==> src/rtl/uart_rx_pkg.sv <==
package uart_rx_pkg;

    localparam int OS_RATE   = 16;
    localparam int OS_W      = $clog2(OS_RATE);
    localparam int MID_TICK  = OS_RATE / 2 - 1;
    localparam int LAST_TICK = OS_RATE - 1;
    localparam int DATA_BITS = 8;
    localparam int IDX_W     = $clog2(DATA_BITS);

    typedef struct packed {
        logic brk;
        logic fe;
        logic pe;
    } rx_flags_t;

    typedef struct packed {
        rx_flags_t              flags;
        logic [DATA_BITS-1:0]   data;
    } rx_char_t;

    typedef enum logic [2:0] {
        RX_IDLE,
        RX_START,
        RX_DATA,
        RX_PAR,
        RX_STOP,
        RX_HOLD
    } rx_state_t;

    function automatic logic parity_bad(input logic [DATA_BITS-1:0] d, input logic p);
        return (^d) ^ p;
    endfunction

endpackage

==> src/rtl/uart_rx_frame.sv <==
module uart_rx_frame
    import uart_rx_pkg::*;
(
    input  logic     clk,
    input  logic     rst,
    input  logic     tick,
    input  logic     rxd,
    input  logic     par_en,
    input  logic     cmd_enable,
    input  logic     cmd_disable,
    input  logic     cmd_abort,
    output logic     rx_on,
    output logic     brk_active,
    output logic     out_valid,
    output rx_char_t out_char
);

    rx_state_t            state;
    logic [OS_W-1:0]      cnt;
    logic [IDX_W-1:0]     bit_idx;
    logic [DATA_BITS-1:0] shreg;
    logic                 par_bit;
    logic                 stop_brk;

    assign stop_brk = (shreg == '0) && !rxd && (!par_en || !par_bit);

    always_ff @(posedge clk) begin
        if (rst) begin
            rx_on <= 1'b0;
        end else if (cmd_disable) begin
            rx_on <= 1'b0;
        end else if (cmd_enable) begin
            rx_on <= 1'b1;
        end
    end

    always_ff @(posedge clk) begin
        out_valid <= 1'b0;
        if (rst || cmd_disable || cmd_abort) begin
            state   <= RX_IDLE;
            cnt     <= '0;
            bit_idx <= '0;
            if (rst) begin
                shreg    <= '0;
                par_bit  <= 1'b0;
                out_char <= '0;
            end
        end else if (tick && rx_on) begin
            unique case (state)
                RX_IDLE: begin
                    if (!rxd) begin
                        state <= RX_START;
                        cnt   <= '0;
                    end
                end
                RX_START: begin
                    if (cnt == OS_W'(MID_TICK)) begin
                        cnt     <= '0;
                        bit_idx <= '0;
                        par_bit <= 1'b0;
                        state   <= rxd ? RX_IDLE : RX_DATA;
                    end else begin
                        cnt <= cnt + 1'b1;
                    end
                end
                RX_DATA: begin
                    if (cnt == OS_W'(LAST_TICK)) begin
                        cnt     <= '0;
                        shreg   <= {rxd, shreg[DATA_BITS-1:1]};
                        bit_idx <= bit_idx + 1'b1;
                        if (bit_idx == IDX_W'(DATA_BITS - 1)) begin
                            state <= par_en ? RX_PAR : RX_STOP;
                        end
                    end else begin
                        cnt <= cnt + 1'b1;
                    end
                end
                RX_PAR: begin
                    if (cnt == OS_W'(LAST_TICK)) begin
                        cnt     <= '0;
                        par_bit <= rxd;
                        state   <= RX_STOP;
                    end else begin
                        cnt <= cnt + 1'b1;
                    end
                end
                RX_STOP: begin
                    if (cnt == OS_W'(LAST_TICK)) begin
                        cnt                <= '0;
                        out_valid          <= 1'b1;
                        out_char.data      <= stop_brk ? '0 : shreg;
                        out_char.flags.brk <= stop_brk;
                        out_char.flags.fe  <= !rxd && !stop_brk;
                        out_char.flags.pe  <= !stop_brk && par_en && parity_bad(shreg, par_bit);
                        state              <= rxd ? RX_IDLE : RX_HOLD;
                    end else begin
                        cnt <= cnt + 1'b1;
                    end
                end
                RX_HOLD: begin
                    if (rxd) begin
                        state <= RX_IDLE;
                    end
                end
                default: state <= RX_IDLE;
            endcase
        end
    end

    always_ff @(posedge clk) begin
        if (rst || cmd_abort) begin
            brk_active <= 1'b0;
        end else if (tick && rx_on && state == RX_STOP && cnt == OS_W'(LAST_TICK) && stop_brk) begin
            brk_active <= 1'b1;
        end else if (tick && rxd) begin
            brk_active <= 1'b0;
        end
    end

    AST_DISABLE_ABORT: assert property (@(posedge clk) disable iff (rst)
        cmd_disable |=> (!rx_on && state == RX_IDLE && !out_valid)) else $error("disable did not abort");

    AST_HOLD_LOW: assert property (@(posedge clk) disable iff (rst)
        (state == RX_HOLD && !rxd && !cmd_disable && !cmd_abort) |=> (state == RX_HOLD)) else $error("left hold while line low");

    AST_OFF_SILENT: assert property (@(posedge clk) disable iff (rst)
        !rx_on |=> !out_valid) else $error("byte emitted while off");

endmodule

==> src/rtl/uart_rx_fifo.sv <==
module uart_rx_fifo
    import uart_rx_pkg::*;
#(
    parameter int DEPTH = 4
) (
    input  logic     clk,
    input  logic     rst,
    input  logic     clear,
    input  logic     wr_en,
    input  rx_char_t wr_char,
    input  logic     rd_en,
    output rx_char_t head,
    output logic     empty,
    output logic     full,
    output logic     pushed,
    output logic     popped,
    output logic     dropped
);

    localparam int PTR_W = (DEPTH > 1) ? $clog2(DEPTH) : 1;
    localparam int CNT_W = $clog2(DEPTH + 1);

    rx_char_t         mem [DEPTH];
    logic [PTR_W-1:0] wr_ptr, rd_ptr;
    logic [CNT_W-1:0] count;

    function automatic logic [PTR_W-1:0] ptr_inc(input logic [PTR_W-1:0] p);
        return (p == PTR_W'(DEPTH - 1)) ? '0 : p + 1'b1;
    endfunction

    assign empty   = (count == '0);
    assign full    = (count == CNT_W'(DEPTH));
    assign popped  = rd_en && !empty && !clear;
    assign pushed  = wr_en && !clear && (!full || popped);
    assign dropped = wr_en && !clear && full && !popped;
    assign head    = mem[rd_ptr];

    always_ff @(posedge clk) begin
        if (pushed) begin
            mem[wr_ptr] <= wr_char;
        end
    end

    always_ff @(posedge clk) begin
        if (rst || clear) begin
            wr_ptr <= '0;
            rd_ptr <= '0;
            count  <= '0;
        end else begin
            if (pushed) wr_ptr <= ptr_inc(wr_ptr);
            if (popped) rd_ptr <= ptr_inc(rd_ptr);
            if (pushed && !popped)      count <= count + 1'b1;
            else if (popped && !pushed) count <= count - 1'b1;
        end
    end

    AST_NO_OVERFLOW: assert property (@(posedge clk) disable iff (rst)
        count <= CNT_W'(DEPTH)) else $error("queue count past depth");

    AST_CLEAR_EMPTIES: assert property (@(posedge clk) disable iff (rst)
        clear |=> empty) else $error("reset_rx left data");

    AST_EMPTY_READ: assert property (@(posedge clk) disable iff (rst)
        (rd_en && empty && !wr_en && !clear) |=> empty) else $error("read on empty moved state");

endmodule

==> src/rtl/uart_rx_status.sv <==
module uart_rx_status
    import uart_rx_pkg::*;
(
    input  logic       clk,
    input  logic       rst,
    input  logic       cmd_accum_on,
    input  logic       cmd_accum_off,
    input  logic       cmd_clr_err,
    input  logic       cmd_clr_brk_chg,
    input  logic       popped,
    input  rx_flags_t  pop_flags,
    input  logic       pushed,
    input  rx_flags_t  push_flags,
    input  logic       dropped,
    input  logic       brk_active,
    output logic [3:0] err,
    output logic       brk_chg
);

    logic      accum;
    logic      brk_prev;
    rx_flags_t set_flags;

    always_comb begin
        set_flags = '0;
        if (accum) begin
            if (pushed) set_flags = push_flags;
        end else begin
            if (popped) set_flags = pop_flags;
        end
    end

    always_ff @(posedge clk) begin
        if (rst) begin
            accum <= 1'b0;
        end else if (cmd_accum_off) begin
            accum <= 1'b0;
        end else if (cmd_accum_on) begin
            accum <= 1'b1;
        end
    end

    always_ff @(posedge clk) begin
        if (rst) begin
            err      <= '0;
            brk_chg  <= 1'b0;
            brk_prev <= 1'b0;
        end else begin
            err      <= (cmd_clr_err ? 4'b0000 : err) |
                        {set_flags.brk, set_flags.fe, set_flags.pe, dropped};
            brk_chg  <= (cmd_clr_brk_chg ? 1'b0 : brk_chg) | (brk_active ^ brk_prev);
            brk_prev <= brk_active;
        end
    end

    AST_OVERRUN_SET: assert property (@(posedge clk) disable iff (rst)
        dropped |=> err[0]) else $error("overrun not flagged");

    AST_ERR_CLEAR: assert property (@(posedge clk) disable iff (rst)
        (cmd_clr_err && !dropped && !popped && !pushed) |=> (err == 4'b0000)) else $error("error bits not cleared");

    AST_BRK_CHG_SET: assert property (@(posedge clk) disable iff (rst)
        !$stable(brk_active) |=> brk_chg) else $error("break change missed");

endmodule

==> src/rtl/uart_rx_errstat.sv <==
module uart_rx_errstat
    import uart_rx_pkg::*;
#(
    parameter int FIFO_DEPTH = 4
) (
    input  logic       clk,
    input  logic       rst,
    input  logic       tick16,
    input  logic       rxd,
    input  logic       par_en,
    input  logic       cmd_enable,
    input  logic       cmd_disable,
    input  logic       cmd_reset_rx,
    input  logic       cmd_clr_err,
    input  logic       cmd_clr_brk_chg,
    input  logic       cmd_accum_on,
    input  logic       cmd_accum_off,
    input  logic       rd_en,
    output logic [7:0] rd_data,
    output logic       rd_valid,
    output logic [7:0] status,
    output logic       brk_chg,
    output logic       rx_on
);

    logic       brk_active;
    logic       char_valid;
    rx_char_t   char_in;
    rx_char_t   head;
    logic       empty, full, pushed, popped, dropped;
    logic [3:0] err;

    uart_rx_frame u_frame (
        .clk         (clk),
        .rst         (rst),
        .tick        (tick16),
        .rxd         (rxd),
        .par_en      (par_en),
        .cmd_enable  (cmd_enable),
        .cmd_disable (cmd_disable),
        .cmd_abort   (cmd_reset_rx),
        .rx_on       (rx_on),
        .brk_active  (brk_active),
        .out_valid   (char_valid),
        .out_char    (char_in)
    );

    uart_rx_fifo #(.DEPTH(FIFO_DEPTH)) u_fifo (
        .clk     (clk),
        .rst     (rst),
        .clear   (cmd_reset_rx),
        .wr_en   (char_valid),
        .wr_char (char_in),
        .rd_en   (rd_en),
        .head    (head),
        .empty   (empty),
        .full    (full),
        .pushed  (pushed),
        .popped  (popped),
        .dropped (dropped)
    );

    uart_rx_status u_status (
        .clk             (clk),
        .rst             (rst),
        .cmd_accum_on    (cmd_accum_on),
        .cmd_accum_off   (cmd_accum_off),
        .cmd_clr_err     (cmd_clr_err),
        .cmd_clr_brk_chg (cmd_clr_brk_chg),
        .popped          (popped),
        .pop_flags       (head.flags),
        .pushed          (pushed),
        .push_flags      (char_in.flags),
        .dropped         (dropped),
        .brk_active      (brk_active),
        .err             (err),
        .brk_chg         (brk_chg)
    );

    assign rd_data  = head.data;
    assign rd_valid = !empty;
    assign status   = {err, 2'b00, full, !empty};

    AST_RESET_RX_KEEPS_STATUS: assert property (@(posedge clk) disable iff (rst)
        (cmd_reset_rx && !cmd_clr_err) |=> (status[7:4] == $past(status[7:4]))) else $error("reset_rx touched errors");

endmodule

==> config.mk <==
export PLATFORM = sky130hd
export DESIGN_NAME = uart_rx_errstat
export DESIGN_NICKNAME = d
export VERILOG_FILES = /design/src/rtl/uart_rx_pkg.sv /design/src/rtl/uart_rx_frame.sv /design/src/rtl/uart_rx_fifo.sv /design/src/rtl/uart_rx_status.sv /design/src/rtl/uart_rx_errstat.sv
export SDC_FILE = /design/constraint.sdc
export NUM_CORES = 1
export LEC_CHECK = 0
export BUFFER_PORTS_ARGS = -buffer_cell sky130_fd_sc_hd__clkbuf_2
export CAP_MARGIN = 10
export CORE_UTILIZATION = 60
export CTS_CLUSTER_SIZE = 20
export DETAILED_ROUTE_END_ITERATION = 7
export GPL_TIMING_DRIVEN = 0
export PLACE_DENSITY_LB_ADDON = 0.15
export SYNTH_ARGS = -nofsm -noshare
export SYNTH_HDL_FRONTEND = slang
export SYNTH_SLANG_ARGS = --single-unit
==> constraint.sdc <==
create_clock -name clk -period 4.6 [get_ports clk]
set_input_delay 0 -clock clk [delete_from_list [all_inputs] [get_ports clk]]
set_output_delay 0 -clock clk [all_outputs]
set_load 0.01 [all_outputs]
==> flow_summary.rst <==
.. list-table::
   :header-rows: 1

   * - Metric
     - Value
   * - Worst max-slew margin expressed relative to the limit
     - 36.2%
   * - Total design power
     - 1570 uW
   * - Final antenna-violating net count
     - 0
   * - Combined area of the multi-input logic cells
     - 0.00146 mm2
   * - Clock tree from TritonCTS
     - built
   * - Mapped Area
     - 0.00411 mm2
   * - Result of the run
     - finished clean
   * - Max-capacitance violation count
     - 0
   * - Storage cell area
     - 0.00250 mm2
   * - Fraction of power spent switching nets
     - 20.2%
   * - IO Port Bufs
     - 29
   * - Total leakage power
     - 0.00173 uW
   * - Number of antenna violations at the first check in global routing
     - 0
   * - Overall die area
     - 0.00718 mm2
   * - Layout Utilization
     - 71.8%
   * - Ys Warns
     - 0
   * - Pint
     - between 1000 and 1500 uW
   * - Maximum number of pins on one net before global-route repair
     - 16
   * - Post-Route Setup TNS
     - 0 ns
   * - CP Launch Point
     - u_fifo.count[0]
   * - Unique masters post-synth
     - 52
   * - Register bit count reported by yosys
     - 93
   * - Critical path type
     - flip-flop to flip-flop
   * - Min Clock Period, post-route
     - 2.70 ns
   * - Origin of the critical flop-to-flop path
     - u_fifo.count[0]
   * - Number of vias in the routed layout
     - 2551
   * - Cell Pwr Density
     - between 300 and 400 mW/mm2
   * - Startpoint of the lowest-slack hold path
     - rst
   * - Total DRC errors in the routed layout
     - 0
   * - RSZ-0062 raised after global routing
     - false
   * - Initial DRC Count
     - 127
   * - Most area-consuming cells after synthesis
     - edfxtp_1 47%, dfxtp_1 14%, mux4_2 6.0%
   * - Share of cells above drive strength 1
     - 20.3%
   * - Clock sinks
     - between 90 and 100
   * - Post-Route WL
     - 7.08 mm
   * - Maximum buffer depth of the clock tree
     - 2
   * - Data arrival time at the worst-slack endpoint
     - 3.00 ns
   * - CTS H-Tree Depth
     - 3
   * - Clock-pin slew reported for the worst setup and hold paths after clock tree synthesis
     - 0.09 ns
   * - Initial core utilization
     - 63.2%
   * - Number of top-level design ports
     - 32
   * - Worst-skew pair later-pin latency
     - 0.36 ns
   * - Most used flip-flop cell after synthesis
     - edfxtp_1
   * - Part of the total power dissipated in combinational logic
     - 3.6%
   * - Root buf cell
     - clkbuf_8
   * - Max-slew violations
     - 0
   * - Number of rows created at floorplan
     - 29
   * - Peak Freq
     - 371 MHz
   * - CP endpoint kind
     - flip-flop
   * - Worst-path fanout max
     - 6
   * - Weighted congestion reported at the end of routability-driven placement
     - between 0.8 and 0.9
   * - Type of the worst min-delay path
     - input port to flip-flop
   * - Endpoints failing hold
     - 0
   * - Final cycle utilization of the critical path
     - 58.7%
   * - Share of synthesized flip-flops with an asynchronous set or reset
     - 0%
   * - Vias in the first global route
     - 2607
   * - Cell type contributing the most total cell area after synthesis
     - edfxtp_1
   * - Proportion of synthesized chip area in sequential cells
     - 60.9%
   * - Count of instances resized after the clock tree is built
     - 0
   * - WL per Instance
     - 15.9 um
   * - Post-CTS setup buffer count
     - 0
   * - Worst-case hold slack
     - slightly below 0.07 ns
   * - Hpwl dp
     - 4.96 mm
   * - Slew at the pin with the worst max-slew slack
     - 0.957 ns
   * - Die width
     - 84.7 um
   * - Antenna cells
     - 0
   * - Overall global routing resource usage
     - around 22%
   * - WP data required
     - between 4 and 5 ns
   * - Ratio of routed vias to standard cells
     - ~5.7
   * - Startpoint Class
     - flip-flop
   * - DR pass1 iterations
     - 6
   * - Worst Clk Skew
     - 0.0109 ns
   * - Post-Synthesis Mean Instance Area
     - 13.0 um2
   * - Post-synthesis to final-layout area growth
     - 13.6%
   * - Leftover overflow at the end of global routing
     - 0
   * - Y dimension of the die
     - around 85 um
   * - Filler cells
     - 447
   * - CTS Buf Count
     - 9
   * - Post-layout nets
     - between 300 and 400
   * - Post-synth top area share
     - 46.8%
   * - Floorplan Core Area
     - 0.00649 mm2
   * - Sequential fraction of design power
     - 58.1%
   * - Peak ir drop on the vdd network
     - 0.000165 V
   * - Number of instances in the synthesized netlist
     - 315
   * - Number of enable-type register cells in the synthesized netlist
     - 64
   * - Wire length of the first global-routing pass
     - 11.9 mm
   * - Clock Power Share
     - 38.4%
   * - Post-CTS Hold Buffers
     - 8
   * - Number of setup violations in the final report
     - 0
   * - Power dissipated by switching net loads
     - 317 uW
## power by group through the flow
stage	Clock (uW)	Sequential (uW)	Combinational [uW]
2_1_floorplan	0	927	34.9
3_5_place_dp	0	931	50.6
5_1_grt	635	913	62.9
3_3_place_gp	0	930	50.1
6_report	602	912	56.2
4_1_cts	613	912	56.0
## state kept, by name (all words and copies together), names as in the netlist, named ones only
signal / cells
u_fifo.mem: 44
u_frame.out_char: 11
u_frame.shreg: 8
u_frame.cnt: 4
u_status.err: 4
u_fifo.count: 3
u_frame.bit_idx: 3
u_frame.state: 3
u_fifo.rd_ptr: 2
u_fifo.wr_ptr: 2
u_frame.brk_active: 1
u_frame.out_valid: 1
u_frame.par_bit: 1
u_frame.rx_on: 1
u_status.accum: 1
u_status.brk_chg: 1
u_status.brk_prev: 1
## final timing paths
path / endpoint / slack (ns) / cells past startpoint
setup / recovery: u_fifo.count[2] / 1.90 / 8
hold / removal: u_frame.state[2] / 0.07 / 4
setup reg to reg: u_fifo.count[2] / 1.90 / 8
hold reg to reg: u_status.err[0] / 0.48 / 2
## metal layers
layer | vias to the layer above | global-route usage, % | wire [um]
met5 | - | 0 | 0
met4 | 0 | 9.55 | 135
met3 | 12 | 4.62 | 229
met2 | 50 | 38.5 | 3650
met1 | 1234 | 25.7 | 3060
li1 | 1255 | - | -
## kinds of logic (layout without fill, tap and decap cells)
| kind of cell | after synthesis | count (layout) | share of synthesized area [%] |
|---|---|---|---|
| and+or+nand+nor | 105 | 105 | 14.0 |
| DFF | 93 | 93 | 60.9 |
| AOI/OAI and AO/OA | 44 | 44 | 7.53 |
| buffers and inverters | 32 | 85 | 3.50 |
| muxes | 18 | 18 | 7.77 |
| adders and majority gates | 14 | 14 | 4.45 |
| xor gates and xnor gates | 8 | 8 | 1.71 |
| other | 1 | 2 | 0.0913 |
## cell usage in the layout, fill, tap and decap left out, drive strengths merged, types with 3 or more instances in the layout
cell | netlist | routed
mux2i | 6 | 6
or3 | 5 | 5
o21ai | 5 | 5
nand2b | 9 | 9
nor3b | 3 | 3
edfxtp | 64 | 64
ha | 13 | 13
nor2b | 4 | 4
inv | 14 | 15
nor3 | 8 | 8
nand3 | 5 | 5
dfxtp | 29 | 29
nand3b | 4 | 4
nand4 | 5 | 5
dlygate4sd3 | 0 | 8
and3 | 4 | 4
or2 | 4 | 4
a21oi | 19 | 19
mux4 | 11 | 11
a32oi | 3 | 3
and2 | 13 | 13
buf | 9 | 9
xor2 | 3 | 3
xnor2 | 5 | 5
clkbuf | 9 | 51
nand2 | 12 | 12
nor2 | 24 | 24
## area by class of cell
| cell class | instances | area share [%] |
|---|---|---|
| Buffer | 18 | 1.96 |
| Clock buffer | 13 | 3.94 |
| Clock inverter | 3 | 1.02 |
| Inverter | 14 | 1.13 |
| Multi-Input combinational cell | 191 | 31.4 |
| Sequential cell | 93 | 53.7 |
| Tap cell | 77 | 2.07 |
| Timing Repair Buffer | 37 | 4.83 |
## stage by stage
| stage | worst slack (ns) | cells | area [um2] |
|---|---|---|---|
| 2_1_floorplan | 2.27 | 316 | 4110 |
| 3_3_place_gp | 2.02 | 422 | 4350 |
| 3_5_place_dp | 1.91 | 422 | 4350 |
| 4_1_cts | 1.87 | 446 | 4660 |
| 5_1_grt | 1.71 | 446 | 4660 |
| 6_report | 1.90 | 446 | 4660 |
## critical path, stage by stage, from the launching register on
cell and delay, ns:
dfxtp_1 0.39, o31ai_1 0.72, or2_2 0.23, ha_1 0.17, inv_1 0.07, fa_1 0.44, xor2_1 0.16, or3_1 0.30
a21oi_1 0.14
## cell usage after synthesis (3+ instances only)
library cell / count
or2_2: 4
xor2_1: 3
nand3b_1: 4
or3_1: 5
xnor2_1: 5
nand2_1: 12
clkbuf_1: 8
buf_4: 5
nor3b_1: 3
ha_1: 13
mux4_2: 11
mux2i_1: 6
nand3_1: 5
a32oi_1: 3
o21ai_0: 5
nand4_1: 5
nand2b_1: 9
and3_1: 4
nor2b_1: 4
edfxtp_1: 64
dfxtp_1: 29
nor3_1: 8
inv_1: 14
a21oi_1: 18
buf_2: 3
and2_1: 13
nor2_1: 24
Power figures use the tool's default switching activity.
